$ cat src/rtl/chblk_pkg.sv
// Package: shared types for the channel-blocked packer.
// Assumes: nothing beyond a standard SystemVerilog compiler.
package chblk_pkg;

    // Job control state of the packer.
    typedef enum logic [1:0] {
        ST_IDLE  = 2'd0,
        ST_WALK  = 2'd1,
        ST_DRAIN = 2'd2
    } pack_state_t;

endpackage

$ cat src/rtl/chblk_addr_calc.sv
// Module: chblk_addr_calc
// Computes the planar source address ((n*C + c)*H + h)*W + w.
// Assumes: the result fits in ADDR_W bits. The value is only used for
// channel indices below C.
module chblk_addr_calc #(
    parameter int DIM_W  = 8,
    parameter int CH_W   = 9,
    parameter int ADDR_W = 16
) (
    input  logic [DIM_W-1:0]  c_q,
    input  logic [DIM_W-1:0]  h_q,
    input  logic [DIM_W-1:0]  w_q,
    input  logic [DIM_W-1:0]  n_i,
    input  logic [CH_W-1:0]   chan,
    input  logic [DIM_W-1:0]  h_i,
    input  logic [DIM_W-1:0]  w_i,
    output logic [ADDR_W-1:0] addr
);

    logic [ADDR_W-1:0] plane;
    logic [ADDR_W-1:0] row;

    // Multiply-add chain from the batch index down to the width index.
    always_comb begin
        plane = ADDR_W'(n_i) * ADDR_W'(c_q) + ADDR_W'(chan);
        row   = plane * ADDR_W'(h_q) + ADDR_W'(h_i);
        addr  = row * ADDR_W'(w_q) + ADDR_W'(w_i);
    end

endmodule

$ cat src/rtl/chblk_walker.sv
// Module: chblk_walker
// Holds the sampled dimensions and the five traversal counters (h, block,
// w, n, slot). Reports the current element's source address, whether it is
// a padded slot, and whether it is the final element.
// Assumes: load and advance are never high together, all sampled dimensions
// are non-zero, and BLK is a power of two.
module chblk_walker #(
    parameter int DIM_W  = 8,
    parameter int ADDR_W = 16,
    parameter int BLK    = 4
) (
    input  logic              clk,
    input  logic              rst_n,
    input  logic              load,
    input  logic              advance,
    input  logic [DIM_W-1:0]  dim_n,
    input  logic [DIM_W-1:0]  dim_c,
    input  logic [DIM_W-1:0]  dim_h,
    input  logic [DIM_W-1:0]  dim_w,
    output logic [ADDR_W-1:0] cur_addr,
    output logic              cur_pad,
    output logic              cur_last
);

    localparam int LG   = $clog2(BLK);
    localparam int CH_W = DIM_W + 1;
    localparam logic [LG-1:0] K_MAX = LG'(BLK - 1);

    logic [DIM_W-1:0] n_q, c_q, h_q, w_q;
    logic [CH_W-1:0]  nblk_q;
    logic [DIM_W-1:0] n_i, w_i, h_i;
    logic [CH_W-1:0]  cb_i;
    logic [LG-1:0]    k_i;
    logic [CH_W-1:0]  chan;
    logic [CH_W-1:0]  nblk_calc;
    logic             k_end, n_end, w_end, cb_end, h_end;

    assign nblk_calc = ({1'b0, dim_c} + CH_W'(BLK - 1)) >> LG;

    // Sample dimensions and the block count when a job is loaded.
    always_ff @(posedge clk) begin
        if (!rst_n) begin
            n_q    <= '0;
            c_q    <= '0;
            h_q    <= '0;
            w_q    <= '0;
            nblk_q <= '0;
        end else if (load) begin
            n_q    <= dim_n;
            c_q    <= dim_c;
            h_q    <= dim_h;
            w_q    <= dim_w;
            nblk_q <= nblk_calc;
        end
    end

    assign k_end  = (k_i == K_MAX);
    assign n_end  = (n_i == n_q - DIM_W'(1));
    assign w_end  = (w_i == w_q - DIM_W'(1));
    assign cb_end = (cb_i == nblk_q - CH_W'(1));
    assign h_end  = (h_i == h_q - DIM_W'(1));

    // Nested counters: slot innermost, then batch, width, block, height.
    always_ff @(posedge clk) begin
        if (!rst_n || load) begin
            k_i  <= '0;
            n_i  <= '0;
            w_i  <= '0;
            cb_i <= '0;
            h_i  <= '0;
        end else if (advance) begin
            if (!k_end) begin
                k_i <= k_i + LG'(1);
            end else begin
                k_i <= '0;
                if (!n_end) begin
                    n_i <= n_i + DIM_W'(1);
                end else begin
                    n_i <= '0;
                    if (!w_end) begin
                        w_i <= w_i + DIM_W'(1);
                    end else begin
                        w_i <= '0;
                        if (!cb_end) begin
                            cb_i <= cb_i + CH_W'(1);
                        end else begin
                            cb_i <= '0;
                            h_i  <= h_i + DIM_W'(1);
                        end
                    end
                end
            end
        end
    end

    assign chan     = CH_W'({cb_i, k_i});
    assign cur_pad  = (chan >= {1'b0, c_q});
    assign cur_last = k_end && n_end && w_end && cb_end && h_end;

    chblk_addr_calc #(
        .DIM_W  (DIM_W),
        .CH_W   (CH_W),
        .ADDR_W (ADDR_W)
    ) u_addr (
        .c_q  (c_q),
        .h_q  (h_q),
        .w_q  (w_q),
        .n_i  (n_i),
        .chan (chan),
        .h_i  (h_i),
        .w_i  (w_i),
        .addr (cur_addr)
    );

endmodule

$ cat src/rtl/chblk_outq.sv
// Module: chblk_outq
// Small output queue that absorbs read data arriving while the stream
// is stalled. Head entry drives the valid/ready output.
// Assumes: the producer never pushes when full; DEPTH is a power of two >= 2.
module chblk_outq #(
    parameter int DATA_W = 16,
    parameter int DEPTH  = 2
) (
    input  logic                         clk,
    input  logic                         rst_n,
    input  logic                         push,
    input  logic [DATA_W-1:0]            push_data,
    input  logic                         push_last,
    input  logic                         pop,
    output logic                         head_valid,
    output logic [DATA_W-1:0]            head_data,
    output logic                         head_last,
    output logic [$clog2(DEPTH+1)-1:0]   count
);

    localparam int PTR_W = $clog2(DEPTH);
    localparam int CNT_W = $clog2(DEPTH + 1);

    logic [DATA_W-1:0] slot_d [DEPTH];
    logic              slot_l [DEPTH];
    logic [PTR_W-1:0]  wr_ptr, rd_ptr;

    // Write side: store the pushed element and advance the write pointer.
    always_ff @(posedge clk) begin
        if (!rst_n) begin
            wr_ptr <= '0;
            for (int i = 0; i < DEPTH; i++) begin
                slot_d[i] <= '0;
                slot_l[i] <= 1'b0;
            end
        end else if (push) begin
            slot_d[wr_ptr] <= push_data;
            slot_l[wr_ptr] <= push_last;
            wr_ptr         <= wr_ptr + PTR_W'(1);
        end
    end

    // Read side: advance the read pointer on a handshake.
    always_ff @(posedge clk) begin
        if (!rst_n) begin
            rd_ptr <= '0;
        end else if (pop) begin
            rd_ptr <= rd_ptr + PTR_W'(1);
        end
    end

    // Occupancy tracking.
    always_ff @(posedge clk) begin
        if (!rst_n) begin
            count <= '0;
        end else begin
            count <= count + CNT_W'(push) - CNT_W'(pop);
        end
    end

    assign head_valid = (count != '0);
    assign head_data  = slot_d[rd_ptr];
    assign head_last  = slot_l[rd_ptr];

endmodule

$ cat src/rtl/chblk_packer.sv
// Module: chblk_packer (top)
// Re-orders a planar tensor from source memory into a channel-blocked
// stream with zero-filled padding slots. Job control, read issue with
// queue-space accounting, and the read-data pipeline stage live here.
// Assumes: source memory returns data exactly one cycle after rd_en;
// BLK is 4 or 8.
module chblk_packer
    import chblk_pkg::*;
#(
    parameter int DATA_W = 16,
    parameter int ADDR_W = 16,
    parameter int DIM_W  = 8,
    parameter int BLK    = 4
) (
    input  logic              clk,
    input  logic              rst_n,
    input  logic              start,
    input  logic [DIM_W-1:0]  dim_n,
    input  logic [DIM_W-1:0]  dim_c,
    input  logic [DIM_W-1:0]  dim_h,
    input  logic [DIM_W-1:0]  dim_w,
    output logic              rd_en,
    output logic [ADDR_W-1:0] rd_addr,
    input  logic [DATA_W-1:0] rd_data,
    output logic              out_valid,
    input  logic              out_ready,
    output logic [DATA_W-1:0] out_data,
    output logic              out_last,
    output logic              done
);

    localparam int Q_DEPTH = 2;
    localparam int CNT_W   = $clog2(Q_DEPTH + 1);

    pack_state_t       state;
    logic              dim_zero, load, issue, pop;
    logic [ADDR_W-1:0] cur_addr;
    logic              cur_pad, cur_last;
    logic              p_valid, p_pad, p_last;
    logic [CNT_W-1:0]  q_count;
    logic [CNT_W:0]    occupancy, room;

    assign dim_zero = (dim_n == '0) || (dim_c == '0) || (dim_h == '0) || (dim_w == '0);
    assign load     = (state == ST_IDLE) && start && !dim_zero;
    assign pop      = out_valid && out_ready;

    // Issue only when the queue can take the element, counting the one in flight.
    assign occupancy = {1'b0, q_count} + (CNT_W + 1)'(p_valid);
    assign room      = (CNT_W + 1)'(Q_DEPTH) + (CNT_W + 1)'(pop);
    assign issue     = (state == ST_WALK) && (occupancy < room);

    assign rd_en   = issue && !cur_pad;
    assign rd_addr = cur_addr;

    // Job control: idle, walking the tensor, draining the queue.
    always_ff @(posedge clk) begin
        if (!rst_n) begin
            state <= ST_IDLE;
        end else begin
            case (state)
                ST_IDLE:  if (load) state <= ST_WALK;
                ST_WALK:  if (issue && cur_last) state <= ST_DRAIN;
                ST_DRAIN: if (pop && out_last) state <= ST_IDLE;
                default:  state <= ST_IDLE;
            endcase
        end
    end

    // Pipeline stage aligned with the one-cycle memory read latency.
    always_ff @(posedge clk) begin
        if (!rst_n) begin
            p_valid <= 1'b0;
            p_pad   <= 1'b0;
            p_last  <= 1'b0;
        end else begin
            p_valid <= issue;
            p_pad   <= cur_pad;
            p_last  <= cur_last;
        end
    end

    // Completion pulse: after the final handshake or a zero-size start.
    always_ff @(posedge clk) begin
        if (!rst_n) begin
            done <= 1'b0;
        end else begin
            done <= ((state == ST_IDLE) && start && dim_zero) ||
                    ((state == ST_DRAIN) && pop && out_last);
        end
    end

    chblk_walker #(
        .DIM_W  (DIM_W),
        .ADDR_W (ADDR_W),
        .BLK    (BLK)
    ) u_walk (
        .clk      (clk),
        .rst_n    (rst_n),
        .load     (load),
        .advance  (issue),
        .dim_n    (dim_n),
        .dim_c    (dim_c),
        .dim_h    (dim_h),
        .dim_w    (dim_w),
        .cur_addr (cur_addr),
        .cur_pad  (cur_pad),
        .cur_last (cur_last)
    );

    chblk_outq #(
        .DATA_W (DATA_W),
        .DEPTH  (Q_DEPTH)
    ) u_q (
        .clk        (clk),
        .rst_n      (rst_n),
        .push       (p_valid),
        .push_data  (p_pad ? '0 : rd_data),
        .push_last  (p_last),
        .pop        (pop),
        .head_valid (out_valid),
        .head_data  (out_data),
        .head_last  (out_last),
        .count      (q_count)
    );

endmodule

$ cat config.mk
export PLATFORM = sky130hd
export DESIGN_NAME = chblk_packer
export DESIGN_NICKNAME = d
export VERILOG_FILES = /design/src/rtl/chblk_pkg.sv /design/src/rtl/chblk_addr_calc.sv /design/src/rtl/chblk_walker.sv /design/src/rtl/chblk_outq.sv /design/src/rtl/chblk_packer.sv
export SDC_FILE = /design/constraint.sdc
export NUM_CORES = 1
export LEC_CHECK = 0
export BUFFER_PORTS_ARGS = -buffer_cell sky130_fd_sc_hd__buf_2
export CORE_MARGIN = 2
export CORE_UTILIZATION = 40
export DETAILED_ROUTE_END_ITERATION = 6
export GPL_ROUTABILITY_DRIVEN = 0
export SKIP_LAST_GASP = 1
export SLEW_MARGIN = 20
export SYNTH_ARGS = -nofsm -noshare
export SYNTH_HDL_FRONTEND = slang
export SYNTH_SLANG_ARGS = --single-unit
$ cat constraint.sdc
create_clock -name clk -period 20.5 [get_ports clk]
set_input_delay 2.05 -clock clk [delete_from_list [all_inputs] [get_ports clk]]
set_output_delay 2.05 -clock clk [all_outputs]
set_load 0.03 [all_outputs]
==> flow_metrics.tcl <==
set metrics [dict create \
    drt-vias-per-instance 5.01 \
    synthCells 1686 \
    synth_fp_nets 2039 \
    setup.worst_path.end_class "primary output" \
    ys_seq_area_share_pct 18.4 \
    slowest_stage "dfxtp_1" \
    die_y_um 196 \
    slowest_delay_ns 0.66 \
    ys.warnings.count 0 \
    synth_top_area_share_pct 24.4 \
    rows 70 \
    synth_area_leaders "fa_1 24%, dfxtp_1 12%, ha_1 10%" \
    max_slew.worst_pin.slew_ns 0.967 \
    synth_ff_type "dfxtp_1" \
    start_util_pct 40.4 \
    cts_inserted_buffers 17 \
    tns_ns 0 \
    drv_cap 0 \
    power_switching_mw 0.245 \
    slew_violations 0 \
    antenna_found_initial 0 \
    switching_share_pct 33.9 \
    yosys-top-cells-count "287 x inv_1, 179 x fa_1, 162 x nand2_1, 155 x nor2_1, 122 x ha_1" \
    yosys.area.top_type "fa_1" \
    cts.htree.levels 4 \
    synth_top_family_by_area "adder cells" \
    r2r_cells 11 \
    pwr-share-clk_pct 37.9 \
    synth.avg_cell_area_sq_um 8.73 \
    cp.arrival_ns 12.27 \
    synthMostInstantiatedCell "inv_1" \
    layout.nets 2086 \
    synth_mux_area_share_pct 3.89 \
    core-area_sq_um 36400 \
    grt_usage_pct 18.4 \
    cts_root_buffer "clkbuf_16" \
    worstReg2RegEnd "u_walk.cb_i[7]$_SDFFE_PP0P_" \
    synthXorXnorAreaFrac_pct 7.59 \
    powerDensity_nw_per_um2 45.0 \
    synth_edf_count 32 \
    grt_pass1_vias 11464 \
    critPathMaxFanout 13 \
    required_ns 18.45 \
    via_count 11095 \
    syn_to_final_growth_pct 9.13 \
    post_drt_wl_per_cell_um 15.2 \
    cts_max_path_buffers 2 \
    clk_latency_ns 0.43 \
    largest_register_ffs 32 \
    p_int_mw 0.478 \
    syn_area_sq_um 14700 \
    antennaDiodeCount 0 \
    fillCellCount 3587 \
    grt-ovfl-total 0 \
    min_path_type "register to register" \
    worst_hold_path.num_cells 2 \
    setup_viol 0 \
    rsz0062_at_grt "no" \
    cts_resized 0 \
    worstHoldStart "p_last$_SDFF_PN0_" \
    die_x_um 196 \
    post_cts_buffers 0 \
    layout-drive-gt1-share_pct 9.11 \
    max-vdd-ir-drop_mv 0.0573 \
    synth_cell_types 68 \
    relSlewSlack_pct 35.5 \
    r2r_slack_ns 16.42 \
    clock-sinks 119 \
    cp-start-kind "register" \
    clkTransAtPathRegs_ns 0.06 \
    min_period_over_period_pct 69.9 \
    pin_count 88 \
    finalHoldViolCount 0 \
    grt_pass1_wl_mm 57.3 \
    yosys_register_bits 119 \
    post_cts_hold_buffer_count 0 \
    async_flop_share_pct 0 \
    port-buffer-count 87 \
    power.total_mw 0.723 \
    ant_nets 0 \
    dieArea_sq_um 38300 \
    period_needed_ns 14.32 \
    largest-register "u_q.slot_d" \
    critical_path.most_common_cell "fa_1" \
    grt_max_degree 46 \
    max_freq_ghz 0.0698 \
    wl_mm 33.6 \
    cts_tree "done" \
    skew_ns 0.0151 \
    yosys.area_share.simple_pct 20.5 \
    p_leak_nw 6.86 \
    path_class "register to primary output" \
    hold_end "u_q.slot_l[0]$_DFF_P_" \
    dp_hpwl_mm 26.9 \
    seqPwrFrac_pct 40.5 \
    drt_iter0_markers 623 \
    synthAdderAreaFrac_pct 34.7 \
    power_frac_comb_pct 21.6 \
    drt_drc_violations_left 0 \
    reg.largest.list "u_q.slot_d (32), u_walk.cb_i (9)" \
    status "completed" \
    r2r-start "u_walk.w_q[0]$_SDFFE_PN0P_" \
    synth-compound-area-share_pct 6.05 \
    drtPass1Iterations 5 \
]
==> critical path, delay by kind of cell, from the launching register on <==
kind	cells	cell delay, ns
DFF	1	0.66
and+or+nand+nor	5	1.01
AOI/OAI and AO/OA	6	1.51
xor gates and xnor gates	10	2.08
adders and majority gates	14	6.10
buffers and inverters	6	0.49
==> how the worst max path moves through the flow <==
stage | startpoint | end | slack, ns | cells after the start
3_3_place_gp | u_walk.n_i[3]$_SDFFE_PP0P_ | rd_addr[15] | 6.76 | 45
5_1_grt | u_walk.n_i[3]$_SDFFE_PP0P_ | rd_addr[15] | 5.37 | 45
3_5_place_dp | u_walk.n_i[3]$_SDFFE_PP0P_ | rd_addr[15] | 6.61 | 41
6_report | u_walk.n_i[3]$_SDFFE_PP0P_ | rd_addr[15] | 6.18 | 41
2_1_floorplan | u_walk.n_i[5]$_SDFFE_PP0P_ | rd_addr[15] | 7.50 | 42
4_1_cts | u_walk.n_i[3]$_SDFFE_PP0P_ | rd_addr[15] | 6.11 | 45
==> layer usage <==
metal  vias up  routed length, um  global-route usage (%)
met5         -                  0                       0
met4         0                582                    4.88
met3        31               1450                    2.97
met2       193              16400                    31.2
met1      5452              15200                    24.6
li1       5419                  -                       -
==> power by group through the flow <==
| stage | clock network [mW] | logic (mW) | registers, mW |
|---|---|---|---|
| CTS | 0.280 | 0.158 | 0.293 |
| global route | 0.291 | 0.174 | 0.297 |
| global placement | 0 | 0.154 | 0.297 |
| finish | 0.274 | 0.156 | 0.293 |
| detailed placement | 0 | 0.157 | 0.298 |
| floorplan | 0 | 0.134 | 0.272 |
==> final cells by class <==
cell class	instances	area [sq um]	area share, %
clock buffer	18	429	2.67
clock inverter	14	100	0.623
inverter	287	1080	6.71
multi-input combinational	1218	10700	66.7
sequential	119	2700	16.8
tap	468	586	3.65
timing repair buffer	90	458	2.85
==> cells in the final DEF, fill, tap and decap left out, drive strengths merged, types with 3 or more instances in the layout <==
cell type and count:
inv 291, fa 179, nand2 163, nor2 156, ha 122, and2 119
buf 90, xnor2 89, dfxtp 87, a21oi 41, mux2i 38, nand2b 35
edfxtp 32, xor2 30, o21ai 29, nor3 25, nand3 23, nor4 19
clkbuf 18, mux2 17, nand4 16, nor2b 13, a211oi 13, a21o 10
or3 10, nand3b 7, and3 6, o21bai 5, a31oi 5, clkinvlp 5
or2 5, clkinv 5, o21a 4, or4 4, a2111oi 4, o31ai 3
xnor3 3
==> cells by family (layout without fill, tap and decap cells) <==
family | count (synthesis) | in the layout
simple gates | 605 | 605
buf+inv | 349 | 409
flops | 119 | 119
compound gates | 135 | 135
xor+xnor | 122 | 122
mux | 55 | 55
fa+ha+maj | 301 | 301
==> through the flow <==
step	cell area, sq um	hold slack (ns)	setup slack (ns)	instances	utilization [%]
after floorplan	14700	0.430	7.50	1686	-
after global placement	15500	0.459	6.76	2182	42.6
after detailed placement	15500	0.476	6.61	2182	42.6
after CTS	16100	0.486	6.11	2214	44.1
after global routing	16100	0.526	5.37	2214	44.1
final	16100	0.484	6.18	2214	44.1
(Power assumes the default switching activity.)
